<file path="src/rtl/eth_tx_seq_pkg.sv">
package eth_tx_seq_pkg;

  typedef enum logic [3:0] {
    ST_IDLE, ST_PRE, ST_DATA, ST_FCS, ST_TAIL,
    ST_JAM, ST_BACKOFF, ST_DRAIN, ST_NEXT
  } tx_state_e;

  localparam int EV_W       = 3;
  localparam int EV_UNDERRUN = 0;
  localparam int EV_LATE    = 1;
  localparam int EV_RETRY   = 2;

  localparam logic [3:0] NIB_PRE = 4'h5;
  localparam logic [3:0] NIB_SFD = 4'hD;
  localparam logic [3:0] NIB_JAM = 4'hA;

  localparam logic [31:0] CRC_POLY = 32'hEDB88320;
  localparam logic [31:0] CRC_SEED = 32'hFFFFFFFF;

  function automatic logic [31:0] crc32_step(input logic [31:0] c_in,
                                             input logic [7:0]  d);
    logic [31:0] c;
    c = c_in ^ {24'd0, d};
    for (int k = 0; k < 8; k++) begin
      c = c[0] ? ((c >> 1) ^ CRC_POLY) : (c >> 1);
    end
    return c;
  endfunction

endpackage

</file>
<file path="src/rtl/eth_tx_crc32.sv">
module eth_tx_crc32
  import eth_tx_seq_pkg::*;
(
  input  logic        clk,
  input  logic        rst_n,
  input  logic        init,
  input  logic        upd,
  input  logic [7:0]  data,
  output logic [31:0] crc
);

  logic [31:0] crc_q;

  always_ff @(posedge clk or negedge rst_n) begin
    if (!rst_n)    crc_q <= CRC_SEED;
    else if (init) crc_q <= CRC_SEED;
    else if (upd)  crc_q <= crc32_step(crc_q, data);
  end

  assign crc = crc_q;

endmodule

</file>
<file path="src/rtl/eth_tx_evt_regs.sv">
module eth_tx_evt_regs
  import eth_tx_seq_pkg::*;
(
  input  logic            clk,
  input  logic            rst_n,
  input  logic [EV_W-1:0] ev_set,
  input  logic            clr_we,
  input  logic [EV_W-1:0] clr,
  input  logic            mask_we,
  input  logic [EV_W-1:0] mask_wdata,
  output logic [EV_W-1:0] flags,
  output logic            irq
);

  logic [EV_W-1:0] flag_q;
  logic [EV_W-1:0] mask_q;

  for (genvar i = 0; i < EV_W; i++) begin : g_flag
    always_ff @(posedge clk or negedge rst_n) begin
      if (!rst_n)         flag_q[i] <= 1'b0;
      else if (ev_set[i]) flag_q[i] <= 1'b1;
      else if (clr_we && clr[i]) flag_q[i] <= 1'b0;
    end
  end

  always_ff @(posedge clk or negedge rst_n) begin
    if (!rst_n)       mask_q <= '0;
    else if (mask_we) mask_q <= mask_wdata;
  end

  assign flags = flag_q;
  assign irq   = |(flag_q & mask_q);

  // an event always leaves its flag set, even against a clear
  p_set_wins_r8: assert property (@(posedge clk) disable iff (!rst_n)
    (ev_set != '0) |=> ((flags & $past(ev_set)) == $past(ev_set)));

  // with a zero mask no flag reaches the interrupt
  p_mask_off_r7: assert property (@(posedge clk) disable iff (!rst_n)
    (mask_q == '0) |-> !irq);

endmodule

</file>
<file path="src/rtl/eth_tx_err_seq.sv">
module eth_tx_err_seq
  import eth_tx_seq_pkg::*;
#(
  parameter int SLOT_NIBBLES   = 128,
  parameter int MAX_ATTEMPTS   = 16,
  parameter int BACKOFF_CYCLES = 64,
  parameter int PRE_NIBBLES    = 16
) (
  input  logic            clk,
  input  logic            rst_n,
  input  logic [7:0]      fifo_data,
  input  logic            fifo_last,
  input  logic            fifo_valid,
  output logic            fifo_ready,
  output logic            fifo_rewind,
  input  logic            mii_col,
  output logic            mii_tx_en,
  output logic [3:0]      mii_txd,
  output logic            desc_next,
  input  logic            evt_clr_we,
  input  logic [EV_W-1:0] evt_clr,
  input  logic            mask_we,
  input  logic [EV_W-1:0] mask_wdata,
  output logic [EV_W-1:0] evt_flags,
  output logic            irq
);

  localparam int CNT_MAX = (BACKOFF_CYCLES > PRE_NIBBLES) ? BACKOFF_CYCLES : PRE_NIBBLES;
  localparam int CNT_W   = $clog2(CNT_MAX + 1);
  localparam int SLOT_W  = $clog2(SLOT_NIBBLES + 1);
  localparam int ATT_W   = $clog2(MAX_ATTEMPTS + 1);
  localparam logic [CNT_W-1:0]  PRE_END  = CNT_W'(PRE_NIBBLES - 1);
  localparam logic [CNT_W-1:0]  BO_END   = CNT_W'(BACKOFF_CYCLES - 1);
  localparam logic [CNT_W-1:0]  WORD_END = CNT_W'(7);
  localparam logic [SLOT_W-1:0] SLOT_LIM = SLOT_W'(SLOT_NIBBLES);
  localparam logic [ATT_W-1:0]  ATT_LIM  = ATT_W'(MAX_ATTEMPTS);

  tx_state_e         st_q, st_d;
  logic [CNT_W-1:0]  cnt_q, cnt_d;
  logic [SLOT_W-1:0] slot_q;
  logic [ATT_W-1:0]  att_q, att_d;
  logic [3:0]        hold_q, hold_d;
  logic              nib_hi_q, nib_hi_d;
  logic              last_q, last_d;
  logic              txen_q, txen_d;
  logic [3:0]        txd_q, txd_d;
  logic              inf_q, inf_d;
  logic              crc_init, crc_upd;
  logic [31:0]       crc_raw;
  logic [EV_W-1:0]   ev_set;
  logic              coll_hit, late;
  logic [4:0]        nib_pos;

  eth_tx_crc32 u_crc (
    .clk  (clk),
    .rst_n(rst_n),
    .init (crc_init),
    .upd  (crc_upd),
    .data (fifo_data),
    .crc  (crc_raw)
  );

  eth_tx_evt_regs u_evt (
    .clk       (clk),
    .rst_n     (rst_n),
    .ev_set    (ev_set),
    .clr_we    (evt_clr_we),
    .clr       (evt_clr),
    .mask_we   (mask_we),
    .mask_wdata(mask_wdata),
    .flags     (evt_flags),
    .irq       (irq)
  );

  assign coll_hit = mii_col && inf_q;
  assign late     = (slot_q >= SLOT_LIM);
  assign nib_pos  = {cnt_q[2:0], 2'b00};

  always_comb begin
    st_d       = st_q;
    cnt_d      = cnt_q;
    att_d      = att_q;
    hold_d     = hold_q;
    nib_hi_d   = nib_hi_q;
    last_d     = last_q;
    txen_d     = 1'b0;
    txd_d      = 4'h0;
    inf_d      = 1'b0;
    fifo_ready = 1'b0;
    fifo_rewind = 1'b0;
    desc_next  = 1'b0;
    crc_init   = 1'b0;
    crc_upd    = 1'b0;
    ev_set     = '0;

    if (coll_hit) begin
      if (late) begin
        ev_set[EV_LATE] = 1'b1;
        st_d = last_q ? ST_NEXT : ST_DRAIN;
      end else begin
        att_d  = att_q + 1'b1;
        txen_d = 1'b1;
        txd_d  = NIB_JAM;
        cnt_d  = CNT_W'(1);
        st_d   = ST_JAM;
      end
    end else begin
      unique case (st_q)
        ST_IDLE: begin
          if (fifo_valid) begin
            txen_d   = 1'b1;
            txd_d    = NIB_PRE;
            inf_d    = 1'b1;
            cnt_d    = CNT_W'(1);
            nib_hi_d = 1'b0;
            last_d   = 1'b0;
            crc_init = 1'b1;
            st_d     = ST_PRE;
          end
        end
        ST_PRE: begin
          txen_d = 1'b1;
          inf_d  = 1'b1;
          txd_d  = (cnt_q == PRE_END) ? NIB_SFD : NIB_PRE;
          cnt_d  = cnt_q + 1'b1;
          if (cnt_q == PRE_END) st_d = ST_DATA;
        end
        ST_DATA: begin
          if (nib_hi_q) begin
            txen_d   = 1'b1;
            inf_d    = 1'b1;
            txd_d    = hold_q;
            nib_hi_d = 1'b0;
            if (last_q) begin
              cnt_d = '0;
              st_d  = ST_FCS;
            end
          end else begin
            fifo_ready = 1'b1;
            txen_d     = 1'b1;
            if (fifo_valid) begin
              inf_d    = 1'b1;
              txd_d    = fifo_data[3:0];
              hold_d   = fifo_data[7:4];
              last_d   = fifo_last;
              nib_hi_d = 1'b1;
              crc_upd  = 1'b1;
            end else begin
              txd_d = crc_raw[3:0];
              cnt_d = CNT_W'(1);
              st_d  = ST_TAIL;
            end
          end
        end
        ST_FCS: begin
          txen_d = 1'b1;
          inf_d  = 1'b1;
          txd_d  = ~crc_raw[nib_pos +: 4];
          cnt_d  = cnt_q + 1'b1;
          if (cnt_q == WORD_END) st_d = ST_NEXT;
        end
        ST_TAIL: begin
          txen_d = 1'b1;
          txd_d  = crc_raw[nib_pos +: 4];
          cnt_d  = cnt_q + 1'b1;
          if (cnt_q == WORD_END) begin
            ev_set[EV_UNDERRUN] = 1'b1;
            st_d = last_q ? ST_NEXT : ST_DRAIN;
          end
        end
        ST_JAM: begin
          txen_d = 1'b1;
          txd_d  = NIB_JAM;
          cnt_d  = cnt_q + 1'b1;
          if (cnt_q == WORD_END) begin
            cnt_d = '0;
            if (att_q == ATT_LIM) begin
              ev_set[EV_RETRY] = 1'b1;
              st_d = last_q ? ST_NEXT : ST_DRAIN;
            end else begin
              st_d = ST_BACKOFF;
            end
          end
        end
        ST_BACKOFF: begin
          cnt_d = cnt_q + 1'b1;
          if (cnt_q == BO_END) begin
            fifo_rewind = 1'b1;
            st_d        = ST_IDLE;
          end
        end
        ST_DRAIN: begin
          fifo_ready = 1'b1;
          if (fifo_valid && fifo_last) st_d = ST_NEXT;
        end
        ST_NEXT: begin
          desc_next = 1'b1;
          att_d     = '0;
          st_d      = ST_IDLE;
        end
        default: st_d = ST_IDLE;
      endcase
    end
  end

  always_ff @(posedge clk or negedge rst_n) begin
    if (!rst_n) begin
      st_q     <= ST_IDLE;
      cnt_q    <= '0;
      att_q    <= '0;
      hold_q   <= '0;
      nib_hi_q <= 1'b0;
      last_q   <= 1'b0;
      txen_q   <= 1'b0;
      txd_q    <= '0;
      inf_q    <= 1'b0;
      slot_q   <= '0;
    end else begin
      st_q     <= st_d;
      cnt_q    <= cnt_d;
      att_q    <= att_d;
      hold_q   <= hold_d;
      nib_hi_q <= nib_hi_d;
      last_q   <= last_d;
      txen_q   <= txen_d;
      txd_q    <= txd_d;
      inf_q    <= inf_d;
      if (st_q == ST_IDLE)                   slot_q <= '0;
      else if (txen_q && slot_q != SLOT_LIM) slot_q <= slot_q + 1'b1;
    end
  end

  assign mii_tx_en = txen_q;
  assign mii_txd   = txd_q;

  // an accepted byte shows its low nibble on the wire next cycle
  p_fetch_emit_r1: assert property (@(posedge clk) disable iff (!rst_n)
    (fifo_ready && fifo_valid && st_q == ST_DATA)
      |=> (mii_tx_en && mii_txd == $past(fifo_data[3:0])));

  // a late collision silences the line at once
  p_late_stop_r5: assert property (@(posedge clk) disable iff (!rst_n)
    (mii_col && inf_q && late) |=> !mii_tx_en);

  // the FIFO is rewound only while the line is quiet
  p_rewind_quiet_r4: assert property (@(posedge clk) disable iff (!rst_n)
    fifo_rewind |-> (!mii_tx_en && !fifo_ready));

  // the descriptor strobe is a single-cycle pulse
  p_desc_pulse_r3: assert property (@(posedge clk) disable iff (!rst_n)
    desc_next |=> !desc_next);

  // the attempt count never passes its limit
  p_att_bound_r6: assert property (@(posedge clk) disable iff (!rst_n)
    att_q <= ATT_LIM);

endmodule

</file>
<file path="config.mk">
export PLATFORM = sky130hd
export DESIGN_NAME = eth_tx_err_seq
export DESIGN_NICKNAME = d
export VERILOG_FILES = /design/src/rtl/eth_tx_seq_pkg.sv /design/src/rtl/eth_tx_crc32.sv /design/src/rtl/eth_tx_evt_regs.sv /design/src/rtl/eth_tx_err_seq.sv
export SDC_FILE = /design/constraint.sdc
export NUM_CORES = 1
export LEC_CHECK = 0
export BUFFER_PORTS_ARGS = -buffer_cell sky130_fd_sc_hd__clkbuf_2
export CORE_ASPECT_RATIO = 1.2
export CORE_UTILIZATION = 35
export DETAILED_ROUTE_END_ITERATION = 6
export SETUP_SLACK_MARGIN = 0.1
export SLEW_MARGIN = 10
export SYNTH_ARGS = -nofsm -noshare
export SYNTH_HDL_FRONTEND = slang
export SYNTH_SLANG_ARGS = --single-unit
export TNS_END_PERCENT = 1
</file>
<file path="constraint.sdc">
create_clock -name clk -period 2.7 [get_ports clk]
set_input_delay 0.54 -clock clk [delete_from_list [all_inputs] [get_ports clk]]
set_output_delay 0.54 -clock clk [all_outputs]
set_load 0.005 [all_outputs]
</file>
==> impl_metrics.csv <==
group,metric,value,unit
run_status,outcome,"complete, no violations",
pwr,p_total,7539,µW
floorplanning,die-area,13910,µm²
layout,antenna_cells,0,
global_routing,grt_pass1_vias,3558,
synth,synthFlopType,"dfrtp_1",
synth,yosysMostFrequentCell,"nor2_1",
floorplanning,die_h,129.0,µm
drt,vias,3605,
drt,ant_nets,0,
worst_setup_path,max_stage_delay,0.62,ns
clocking,htreeDepth,3,
drt,dr_wl_met3,397,µm
synth,yosysTopAreaCell,"dfrtp_1",
worst_setup_path,cp.required,2.16,ns
drt,dr.first_iter.drc_count,221,
clocking,cts_tree,"yes",
worst_setup_path,cp.arrival,1.87,ns
worst_setup_path,cp_num_buf_inv,1,
pwr,power_density,1399,nW/µm²
layout,utilization,40.88,%
timing,worst_slack,0.2862,ns
placed_design,io_buffers,32,
drt,drt-met1-wl,5.112,mm
timing,worst_pin_slew,0.6526,ns
drt,drc_errors,0,
synth,synthTopCellsByArea,"dfrtp_1 (22%), dfstp_2 (18%), xnor2_1 (6.7%)",
synth,netlist-cell-type-count,65,
timing,skew,0.008124,ns
synth,synth_edf_count,0,
timing,relSlewSlack,56.50,%
pwr,peakVddDrop,417.5,µV
pwr,power.share.sequential,28.5,%
clocking,cts_root_buf,"clkbuf_16",
synth,yosys_register_bits,74,
floorplanning,rows,46,
worst_setup_path,worstPathCellList,"or2_2 -> o21ai_0 -> and3_1 -> clkbuf_2",
worst_setup_path,crit_path_top_delay_cell,"dfrtp_1",
global_routing,grt.total_usage,17.46,%
layout,fin_nets,537,
pwr,p_int,4402,µW
clocking,cts.path.max_buffers,2,
global_routing,antenna_found_initial,0,
synth,synth.yosys.seq_area_share,40.20,%
drt,wl_per_cell,16.77,µm
placed_design,dp_hpwl,8.377,mm
clocking,clkLatencyLatePin,0.33,ns
synth,syn_area_per_cell,9.783,µm²
layout,regArea,1894,µm²
drt,top_layer_used,"met4",
pwr,p_sw,3137,µW
synth,syn_nets,507,
synth,synth_commonest_cells,"nor2_1 (51), nand2_1 (49), dfrtp_1 (42)",
synth,synth_top_area_share,22.33,%
worst_setup_path,path_class,"flop to output port",
floorplanning,core,13180,µm²
worst_setup_path,critPathMaxFanout,21,
timing,finalSetupViolCount,0,
clocking,numClockSinks,74,
global_routing,grt_pass1_wl,18.53,mm
timing,period_share,89.40,%
clocking,clkTransAtPathRegs,0.06,ns
timing,fin_hold_ws,0.05237,ns
layout,fill_cells,1289,
floorplanning,chipWidth,107.9,µm
flow_run,maxCapViolCount,0,
synth,ys_warn_count,0,
min_path,hold_class,"input port to asynchronous set/reset pin",
placed_design,place_ws,0.3866,ns
synth,syn_area,4706,µm²
floorplanning,design.portCount,33,
pwr,power_frac_comb,53.5,%
timing,max_freq,414.3,MHz
worst_setup_path,end_kind,"output port",
worst_setup_path,crit_family,"simple AND/OR/NAND/NOR gates",
timing,hold_viol_final,0,
timing,fin_crit,2.414,ns
drt,routed_wl,11.47,mm
layout,syn_to_final_growth,14.49,%
synth,synth_async_sr_flop_share,100.0,%
placed_design,gp_congestion,0.8784,
pwr,pwr-share-clk,18.0,%
floorplanning,start_util,35.70,%
pwr,switching_share,41.61,%
synth,syn_inst,481,
clocking,cts_buffers,9,
drt,dr.pass1.iters,4,
timing,maxSlewViolCount,0,
timing,finalSetupTns,0,ns
drt,via_per_inst,5.270,
pwr,p_leak,0.002290,µW
drt,met2WireLength,5.745,mm
worst_setup_path,start_kind,"flop",
global_routing,grt-ovfl-total,0,
global_routing,grt_max_degree,46,
layout,multi_input_area,2668,µm²
layout,drive_above_1_share,23.06,%
timing,grt_setup_unrepaired,"no",
-- power groups by stage --
stage | Combinational [µW] | Sequential (µW) | Clock [µW]
after floorplan | 3340 | 1920 | 0
after global placement | 3980 | 2140 | 0
after detailed placement | 4030 | 2160 | 0
after CTS | 4060 | 2140 | 1390
after global routing | 4450 | 2210 | 1430
final | 4040 | 2150 | 1360
-- cells in the final DEF (no fill, tap or decap), types with 3 or more instances in the layout --
master / synthesis / layout
nor2_1: 51 / 51
nand2_1: 49 / 49
dfrtp_1: 42 / 40
a21oi_1: 36 / 36
xnor2_1: 36 / 36
dfstp_2: 32 / 32
clkbuf_2: 0 / 31
xor2_1: 28 / 28
o21ai_0: 19 / 19
mux2i_1: 15 / 15
inv_1: 12 / 12
nand3_1: 11 / 11
xnor2_2: 11 / 11
buf_4: 0 / 10
clkbuf_16: 0 / 9
a31oi_1: 7 / 7
nand2b_1: 6 / 6
o211ai_1: 6 / 6
nor3_1: 6 / 5
and3_1: 5 / 5
mux4_2: 5 / 5
ha_1: 5 / 5
nor2b_1: 4 / 4
mux2_2: 4 / 4
o31ai_1: 4 / 4
nand4_1: 4 / 4
and4_1: 3 / 3
and2_1: 3 / 3
nor4_1: 3 / 3
or3_1: 3 / 3
a311oi_1: 3 / 3
o22ai_1: 3 / 3
a21o_1: 3 / 3
xnor2_4: 3 / 3
bufinv_16: 0 / 3
-- logic make-up after synthesis --
family / share of synthesized area, %
AND/OR/NAND/NOR: 15.93
AO/OA/AOI/OAI: 13.93
XOR/XNOR: 18.29
flip-flops: 40.20
buffers and inverters: 3.217
multiplexers: 7.099
adder cells (fa/ha/maj): 1.329
-- area by class of cell --
type / count / area share, %
multi-input cells: 372 / 49.51
flip-flops and latches: 74 / 35.16
repair buffers: 42 / 4.366
clock buffers: 11 / 4.320
well taps: 168 / 3.902
clock inverters: 5 / 1.904
inverters: 12 / 0.8360
-- routing by layer --
layer  vias to the layer above  track usage [%]
met2                        84            30.13
met3                        17            3.873
met1                      1744            21.49
met5                         -                0
met4                         0            5.882
li1                       1760                -
-- repair_timing --
item | 4_1_cts | 5_1_grt
hold buffers | 0 | 0
buffers inserted | 0 | 0
setup endpoints to repair | 0 | 1
gates resized for setup | 0 | 2
endpoints found under the hold margin | 0 | 0
-- registers in the layout, indices dropped and copies added (netlist names) --
signal	flops
att_q	5
hold_q	4
st_q	4
mii_tx_en	1
u_crc.crc	32
nib_hi_q	1
mii_txd	4
last_q	1
u_evt.flags	3
slot_q	8
inf_q	1
cnt_q	7
u_evt.mask_q	3
-- worst reg2reg max path: stages (launching register included) --
cell	delay [ns]
dfrtp_1	0.54
a21oi_1	0.41
o21ai_0	0.29
o21ai_1	0.53
o311ai_0	0.26
o21a_1	0.16
-- final timing paths --
kind	from	end	slack [ns]	cells past startpoint
setup / recovery	st_q[0]	fifo_ready	0.29	4
hold / removal	rst_n	slot_q[4]	0.05	1
setup reg to reg	st_q[3]	cnt_q[0]	0.40	5
hold reg to reg	hold_q[0]	hold_q[0]	0.48	2
max in group asynchronous	rst_n	hold_q[2]	1.79	2
min in group clk	mask_wdata[1]	u_evt.mask_q[1]	0.45	2
-- per-stage QoR --
stage / instance area (µm²) / cells
after CTS: 5385 / 684
after global routing: 5388 / 684
after detailed placement: 5050 / 668
after global placement: 5050 / 668
final: 5388 / 684
after floorplan: 4706 / 481
Power figures use the tool's default switching activity.
